### src/rtl/fir_da.sv
module fir_da #(
  parameter int NTAPS = 10,
  parameter int W = 6,
  parameter int CW = 8,
  parameter logic [NTAPS*CW-1:0] TAPS = {8'd5, 8'hF6, 8'd21, 8'd40, 8'hC4,
                                         8'd64, 8'hEC, 8'd12, 8'hF9, 8'd2},
  localparam int HALF = NTAPS / 2,
  localparam int AW = HALF - 1,
  localparam int DEPTH = 1 << AW,
  localparam int TW = CW + $clog2(HALF) + 1,
  localparam int ACCW = CW + W + $clog2(NTAPS) + 2,
  localparam int YW = ACCW - 1
) (
  input  logic                 clk,
  input  logic                 rst,
  input  logic                 in_valid,
  input  logic [W-1:0]         in_x,
  output logic                 out_valid,
  output logic signed [YW-1:0] out_y
);

  localparam int NOPS = 2 * W + 1;
  localparam int LOG = $clog2(ACCW);

  function automatic int tap(int i);
    return int'($signed(TAPS[i*CW +: CW]));
  endfunction

  function automatic int rom_val(int e, int idx);
    int s = 0;
    for (int k = 0; k < HALF; k++) begin
      if (k == HALF - 1 || ((idx >> k) & 1) == 1) s += tap(2 * k + e);
      else s -= tap(2 * k + e);
    end
    return s;
  endfunction

  function automatic int tap_sum();
    int s = 0;
    for (int i = 0; i < NTAPS; i++) s += tap(i);
    return s;
  endfunction

  function automatic int nxt(int n);
    return 2 * (n / 3) + n % 3;
  endfunction

  function automatic int cnt_at(int l);
    int n = NOPS;
    for (int i = 0; i < l; i++) n = nxt(n);
    return n;
  endfunction

  function automatic int nlev();
    int n = NOPS;
    int l = 0;
    for (int i = 0; i < 64; i++) begin
      if (n > 2) begin
        n = nxt(n);
        l++;
      end
    end
    return l;
  endfunction

  localparam int NLEV = nlev();
  localparam int HS = tap_sum();

  logic [W-1:0]    hist [NTAPS];
  logic            vs, v1, v2;
  logic [TW-1:0]   rom [2][DEPTH];
  logic [TW-1:0]   p_d [2][W];
  logic [TW-1:0]   p_q [2][W];
  logic [W-1:0]    negv [2];
  logic [ACCW-1:0] corr_d, corr_q;
  logic [ACCW-1:0] tree [NLEV+1][NOPS];
  logic [ACCW-1:0] s_q, c_q;
  logic [ACCW-1:0] gk [LOG+1];
  logic [ACCW-1:0] pk [LOG];
  logic [ACCW-1:0] sum_full;

  for (genvar e = 0; e < 2; e++) begin : g_rom
    for (genvar i = 0; i < DEPTH; i++) begin : g_w
      assign rom[e][i] = TW'(rom_val(e, i));
    end
  end

  for (genvar e = 0; e < 2; e++) begin : g_il
    for (genvar j = 0; j < W; j++) begin : g_s
      logic [HALF-1:0] a;
      logic [AW-1:0]   idx;
      logic            neg;
      for (genvar k = 0; k < HALF; k++) begin : g_a
        assign a[k] = hist[2*k+e][j] ^ (j == W - 1);
      end
      assign neg = ~a[HALF-1];
      assign idx = a[AW-1:0] ^ {AW{neg}};
      assign p_d[e][j] = rom[e][idx] ^ {TW{neg}};
      assign negv[e][j] = neg;
    end
  end

  assign corr_d = ACCW'(negv[0]) + ACCW'(negv[1]) - ACCW'(HS);

  for (genvar e = 0; e < 2; e++) begin : g_op
    for (genvar j = 0; j < W; j++) begin : g_b
      assign tree[0][2*j+e] = {{(ACCW-TW){p_q[e][j][TW-1]}}, p_q[e][j]} << j;
    end
  end
  assign tree[0][NOPS-1] = corr_q;

  for (genvar l = 0; l < NLEV; l++) begin : g_lv
    localparam int N = cnt_at(l);
    localparam int G = N / 3;
    localparam int M = nxt(N);
    for (genvar g = 0; g < G; g++) begin : g_csa
      logic [ACCW-1:0] x0, x1, x2;
      assign x0 = tree[l][3*g];
      assign x1 = tree[l][3*g+1];
      assign x2 = tree[l][3*g+2];
      assign tree[l+1][2*g]   = x0 ^ x1 ^ x2;
      assign tree[l+1][2*g+1] = ((x0 & x1) | (x0 & x2) | (x1 & x2)) << 1;
    end
    for (genvar r = 0; r < N % 3; r++) begin : g_pass
      assign tree[l+1][2*G+r] = tree[l][3*G+r];
    end
    for (genvar u = M; u < NOPS; u++) begin : g_zero
      assign tree[l+1][u] = '0;
    end
  end

  assign gk[0] = s_q & c_q;
  assign pk[0] = s_q ^ c_q;
  for (genvar s = 0; s < LOG; s++) begin : g_pfx
    localparam int D = 1 << s;
    for (genvar i = 0; i < ACCW; i++) begin : g_bit
      if (i >= D) begin : g_mrg
        assign gk[s+1][i] = gk[s][i] | (pk[s][i] & gk[s][i-D]);
        if (s + 1 < LOG) begin : g_p
          assign pk[s+1][i] = pk[s][i] & pk[s][i-D];
        end
      end else begin : g_cpy
        assign gk[s+1][i] = gk[s][i];
        if (s + 1 < LOG) begin : g_p
          assign pk[s+1][i] = pk[s][i];
        end
      end
    end
  end
  assign sum_full = pk[0] ^ {gk[LOG][ACCW-2:0], 1'b0};

  wire unused_bits = ^{sum_full[0], gk[LOG][ACCW-1]};

  always_ff @(posedge clk) begin
    if (rst) begin
      for (int i = 0; i < NTAPS; i++) hist[i] <= '0;
      for (int e = 0; e < 2; e++)
        for (int j = 0; j < W; j++) p_q[e][j] <= '0;
      corr_q    <= '0;
      s_q       <= '0;
      c_q       <= '0;
      vs        <= 1'b0;
      v1        <= 1'b0;
      v2        <= 1'b0;
      out_valid <= 1'b0;
      out_y     <= '0;
    end else begin
      if (in_valid) begin
        hist[0] <= in_x;
        for (int i = 1; i < NTAPS; i++) hist[i] <= hist[i-1];
      end
      vs <= in_valid;
      for (int e = 0; e < 2; e++)
        for (int j = 0; j < W; j++) p_q[e][j] <= p_d[e][j];
      corr_q    <= corr_d;
      v1        <= vs;
      s_q       <= tree[NLEV][0];
      c_q       <= tree[NLEV][1];
      v2        <= v1;
      out_valid <= v2;
      if (v2) out_y <= sum_full[ACCW-1:1];
    end
  end

endmodule

### config.mk
export PLATFORM = sky130hd
export DESIGN_NAME = fir_da
export DESIGN_NICKNAME = d
export VERILOG_FILES = /design/src/rtl/fir_da.sv
export SDC_FILE = /design/constraint.sdc
export NUM_CORES = 1
export LEC_CHECK = 0
export BUFFER_PORTS_ARGS = -buffer_cell sky130_fd_sc_hd__buf_2
export CAP_MARGIN = 30
export CORE_ASPECT_RATIO = 0.75
export CORE_MARGIN = 2
export CORE_UTILIZATION = 35
export CTS_BUF_LIST = sky130_fd_sc_hd__clkbuf_8
export DETAILED_ROUTE_END_ITERATION = 8
export SKIP_CTS_REPAIR_TIMING = 1
export SYNTH_ARGS = -nofsm -noshare
export SYNTH_HDL_FRONTEND = slang
export SYNTH_SLANG_ARGS = --single-unit
### constraint.sdc
create_clock -name clk -period 3.3 [get_ports clk]
set_clock_uncertainty 0.1 [all_clocks]
set_input_delay 0.165 -clock clk [delete_from_list [all_inputs] [get_ports clk]]
set_output_delay 0.165 -clock clk [all_outputs]
set_load 0.005 [all_outputs]
* Word-level counts from Yosys, hierarchy flattened
Memory sizes are Yosys's and may differ from the RTL's. Cells that the tools add are included.
Operators by class: equality and inequality tests 0, shifts and indexed selects 0, multipliers 0, reductions and logical operators 0, div/mod/pow operators 0, mux-type cells 52, order comparisons 12, add/sub/neg operators 2, bitwise logic cells 330
Operator list (number):
- 19-bit bitwise AND | 34
- 20-bit XOR | 24
- 12-bit 2-to-1 mux | 36
- 19-bit bitwise OR | 22
- 12-bit XOR | 12
- 1-bit bitwise AND | 110
- 1-bit bitwise OR | 86
- 5-bit >= comparator, second input constant | 12
- 6-bit 2-to-1 mux | 10
- 4-bit inverter with 5-bit output | 12
- 4-bit XOR | 12
- 1-bit inverter | 18
- 7-bit by 6-bit subtractor with 8-bit output, second input constant | 1
- 6-bit by 6-bit adder with 7-bit output | 1
- 1-bit 2-to-1 mux | 6
Storage, ports and cells: memory bits (read-only) 2304, bits of input ports 9, latch bits 0, word-level logic and storage cells 419, memories kept 14, register bits 71, output and inout port bits 20, bits in writable memories 204
Memories:
- (no name shown) | depth 16, bits a word 12, read ports 1, clocked after Yosys merged registers in 0, write ports 0, line 98 | assign p_d[e][j] = rom[e][idx] ^ {TW{neg}};
- (no name shown) | depth 16, bits a word 12, read ports 1, clocked after Yosys merged registers in 0, write ports 0, line 98
- (no name shown) | depth 16, bits a word 12, read ports 1, clocked after Yosys merged registers in 0, write ports 0, line 98
- (no name shown) | depth 16, bits a word 12, read ports 1, clocked after Yosys merged registers in 0, write ports 0, line 98
- (no name shown) | depth 16, bits a word 12, read ports 1, clocked after Yosys merged registers in 0, write ports 0, line 98
- (no name shown) | depth 16, bits a word 12, read ports 1, clocked after Yosys merged registers in 0, write ports 0, line 98
- +8 memories

* Depth between registers and ports, before layout
An unclocked memory read counts as a cell.
depth in word-level cells 16, mapped depth 10, depth with buffers taken out 10

* Least setup slack after synthesis
OpenSTA, ideal clock, no wires.
kind flip-flop to flip-flop, start memory p_q[1][58] in the netlist's numbering, end register s_q[12], cell stages (with the launch flop) 11, data arrival time 3182 ps, buffers on the path 0, slack -110 ps, cells stage by stage dfxtp_1 -> fa_1 -> inv_1 -> fa_1 -> inv_1 -> fa_1 -> inv_1 -> fa_1 -> inv_1 -> fa_1 -> nor2b_1
RTL lines:
- start, declared | line 73 | logic [TW-1:0] p_q [2][W];
- end signal, assigned | line 177 | s_q <= tree[NLEV][0];
- end, declared | line 77 | logic [ACCW-1:0] s_q, c_q;

==> key figures <==
Route
  • Drt via density: 4.62
  • TritonRoute pass-1 iters: 5
  • Routed WL: 24,700 um
  • Routed WL per cell: 14.4 um
  • DR iter-0 viols: around 450
  • Drt drc: 0
  • Via Count: 7,913
  • DRT antenna net count: 0

Die
  • FP Rows: between 50 and 60
  • Ports: 29
  • Die height: ~170 um
  • Core Area: 34,600 um2
  • Initial Utilization: 35.5%
  • DIE AREA: 36,600 um2
  • Die Wd: 220 um

Synth
  • Mapped Area: between 10,000 and 15,000 um2
  • Synth Flop Type: dfxtp_1
  • Number of synthesized flops with an enable pin: 60
  • #FFs+latches synth: 211
  • Warnings from Yosys: 0
  • FFs w/ async S/R, synth: 0%
  • Syn_nets: 1,378
  • Syn Area/Cell: 10.3 um2
  • Count of different cell masters after synthesis: 66
  • Synthesized instance count: 1,192
  • Register area share after synthesis: 39.3%

Worst setup path
  • Reg2reg setup slack: -0.11 ns
  • WS Path Type: reg2reg
  • Critical path data arrival time: between 3 and 4 ns
  • Critical path cell sequence: fa_1, inv_2, fa_2, inv_1, fa_1, inv_1, fa_1, inv_1, fa_1, nor2b_1
  • Cell family with the largest share of critical-path delay: adder cells
  • CP most frequent cell: fa_1
  • Required time worst endpoint: 3.59 ns
  • Crit Path Max Fanout: 3
  • Worst Reg-to-Reg Cells: 10
  • CP Capture Type: register
  • Slowest cell on the critical path: fa_2
  • Critical path launch point type: register
  • Beginning of the worst register-to-register path: p_q[1][58]
  • CP bufs+invs: 4
  • Reg-to-reg endpoint: s_q[12]
  • CP max stage delay: 0.55 ns

Timing
  • Final period util: 103%
  • Fin. max-slew vios: 0
  • Crit path time final: 3.41 ns
  • Fin. Hold Viols: 0
  • F_max: 293 MHz
  • Post-route setup slack: -0.114 ns
  • Setup violators final: 11
  • Slew at the pin closest to its max-slew limit: 0.776 ns
  • Post-route setup TNS: -0.498 ns
  • Max_slew headroom: between 40% and 50%
  • Unrepaired setup endpoints after global routing: true

Flow run
  • Max_cap viols: 0

Placement
  • IO Port Bufs: 28
  • Post-DP Area: 13,000 um2
  • Gpl congestion: between 0.8 and 0.9
  • DP Cell Count: 1,643
  • Detailed Place HPWL: between 15,000 and 20,000 um

Clock network
  • Clock sinks: 211
  • H-tree depth: 2
  • Worst skew pair latency: between 0.5 and 0.6 ns
  • CTS root buffer: clkbuf_8
  • Bufs on Longest Clock Path: 3
  • TritonCTS Buffers: 36
  • CTS tree: done
  • Clock transition at path regs: 0.07 ns

Cells and area
  • Fin nets: 1,417
  • Most frequent cells in the layout: inv_1 (156), dfxtp_1 (145), nor2_1 (94), fa_1 (92), ha_1 (78)
  • Filler instances: around 3,300
  • Fin area: 13,800 um2
  • Fin cells: 1,713
  • Layout area overhead: 12.5%
  • Fraction of layout cells with a size suffix above 1: between 10% and 20%
  • Most common cell after layout, fill and taps aside: inv_1
  • Final core utilization: 39.9%
  • Inserted Diodes: 0

Power and ir drop
  • PD cells: 655 nW/um2
  • Leak pwr: 0.00597 uW
  • Peak supply drop: 276 uV
  • Power after layout: 9050 uW

Global route
  • First-pass GRT wire length: 41,600 um
  • Largest net degree at the start of global routing: 70
  • Total gr overflow: 0
  • Total GRT Usage: approximately 14%
  • Number of global-route vias before repair: 8,062
  • Initial antenna violation count: 1

Hold path
  • Hold Path End: hist[0][6]
  • Worst hold path type: in2reg
  • Worst hold path depth: 2
  • HP Start: in_valid

Run status
  • Failing checks: setup timing
  • Status: finished, violations left
[kinds of logic (layout without fill, tap and decap cells)]
| family | after synthesis | after routing | synth area share, % |
|---|---|---|---|
| AO/OA/AOI/OAI | 177 | 177 | 9.70 |
| XOR/XNOR | 49 | 49 | 3.49 |
| adder cells (fa/ha/maj) | 184 | 184 | 24.6 |
| buffers and inverters | 211 | 275 | 6.56 |
| flip-flops | 211 | 211 | 39.3 |
| multiplexers | 25 | 25 | 2.10 |
| AND/OR/NAND/NOR | 335 | 335 | 14.3 |
[state kept, by name, summed over array words and instances, names as in the netlist]
name       flops
hist          60
v1             1
v2             1
corr_q         8
p_q           90
c_q           15
s_q           15
out_y         19
vs             1
out_valid      1
[metal layers]
metal  global-route usage (%)  wire (um)  vias up
li1                         -          -     3983
met1                     21.1      13000     3771
met2                     20.5      10100      117
met3                     3.26       1100       42
met4                     3.50        427        0
met5                        0          0        -
[metrics by stage]
step	worst slack, ns	hold slack [ns]
floorplan	-0.0555	0.263
global placement	-0.0956	0.322
detailed placement	-0.105	0.328
CTS	-0.122	-0.226
global route	-0.261	0.0587
finish	-0.114	0.0752
[power by group]
group | switching [uW] | total, uW | internal, uW
Sequential | 192 | 3180 | 2990
Clock | 1080 | 2450 | 1370
Combinational | 1800 | 3420 | 1620
[worst reg2reg max path, delay by kind of cell, from the launching register on]
kind / cells / cell delay, ns
simple gates: 1 / 0.13
buf+inv: 4 / 0.21
fa+ha+maj: 5 / 2.50
flops: 1 / 0.33
[layout make-up]
cell class | count | area [um2] | share of cell area [%]
Clock buffer | 40 | 551 | 3.98
Multi-Input combinational cell | 770 | 6700 | 48.5
Inverter | 159 | 597 | 4.32
Tap cell | 457 | 572 | 4.14
Sequential cell | 211 | 4830 | 35.0
Timing Repair Buffer | 53 | 377 | 2.72
Clock inverter | 23 | 195 | 1.41
[cell usage after synthesis, types with 3 or more instances]
library cell	number	area share [%]
a22o_1	3	0.21
nand3_1	11	0.45
or2_2	3	0.15
a21oi_1	48	2.0
xnor2_1	35	2.5
nor2b_1	68	3.5
xor2_1	14	1.0
nand2_1	39	1.2
a211oi_1	18	1.1
o21a_1	4	0.24
nor2_1	94	2.9
ha_1	78	7.9
o211ai_1	10	0.61
o221ai_1	5	0.36
fa_1	99	16
o21bai_1	3	0.18
and3_1	7	0.36
a21o_1	6	0.37
or3_1	6	0.31
and2_1	61	3.1
mux2_2	6	0.55
nand2b_1	13	0.66
a31oi_1	8	0.41
a221o_1	3	0.24
inv_1	158	4.8
nor3_1	17	0.69
o21ai_0	34	1.4
o22ai_1	8	0.41
o31ai_1	4	0.24
buf_1	10	0.31
edfxtp_1	60	15
nand3b_1	4	0.24
dfxtp_1	151	25
buf_2	11	0.45
mux2i_1	19	1.5
maj3_1	7	0.57
clkbuf_1	31	0.95
[worst max-delay path by stage]
stage	from	endpoint	slack [ns]	cells after the start
3_5_place_dp	p_q[1][58]	s_q[12]	-0.10	10
6_report	p_q[1][58]	s_q[12]	-0.11	10
2_1_floorplan	p_q[1][58]	s_q[12]	-0.06	10
4_1_cts	p_q[1][58]	s_q[12]	-0.12	10
5_1_grt	p_q[1][58]	s_q[12]	-0.26	10
3_3_place_gp	p_q[1][58]	s_q[12]	-0.1	10
No activity file was read; power rests on OpenSTA's default activity.
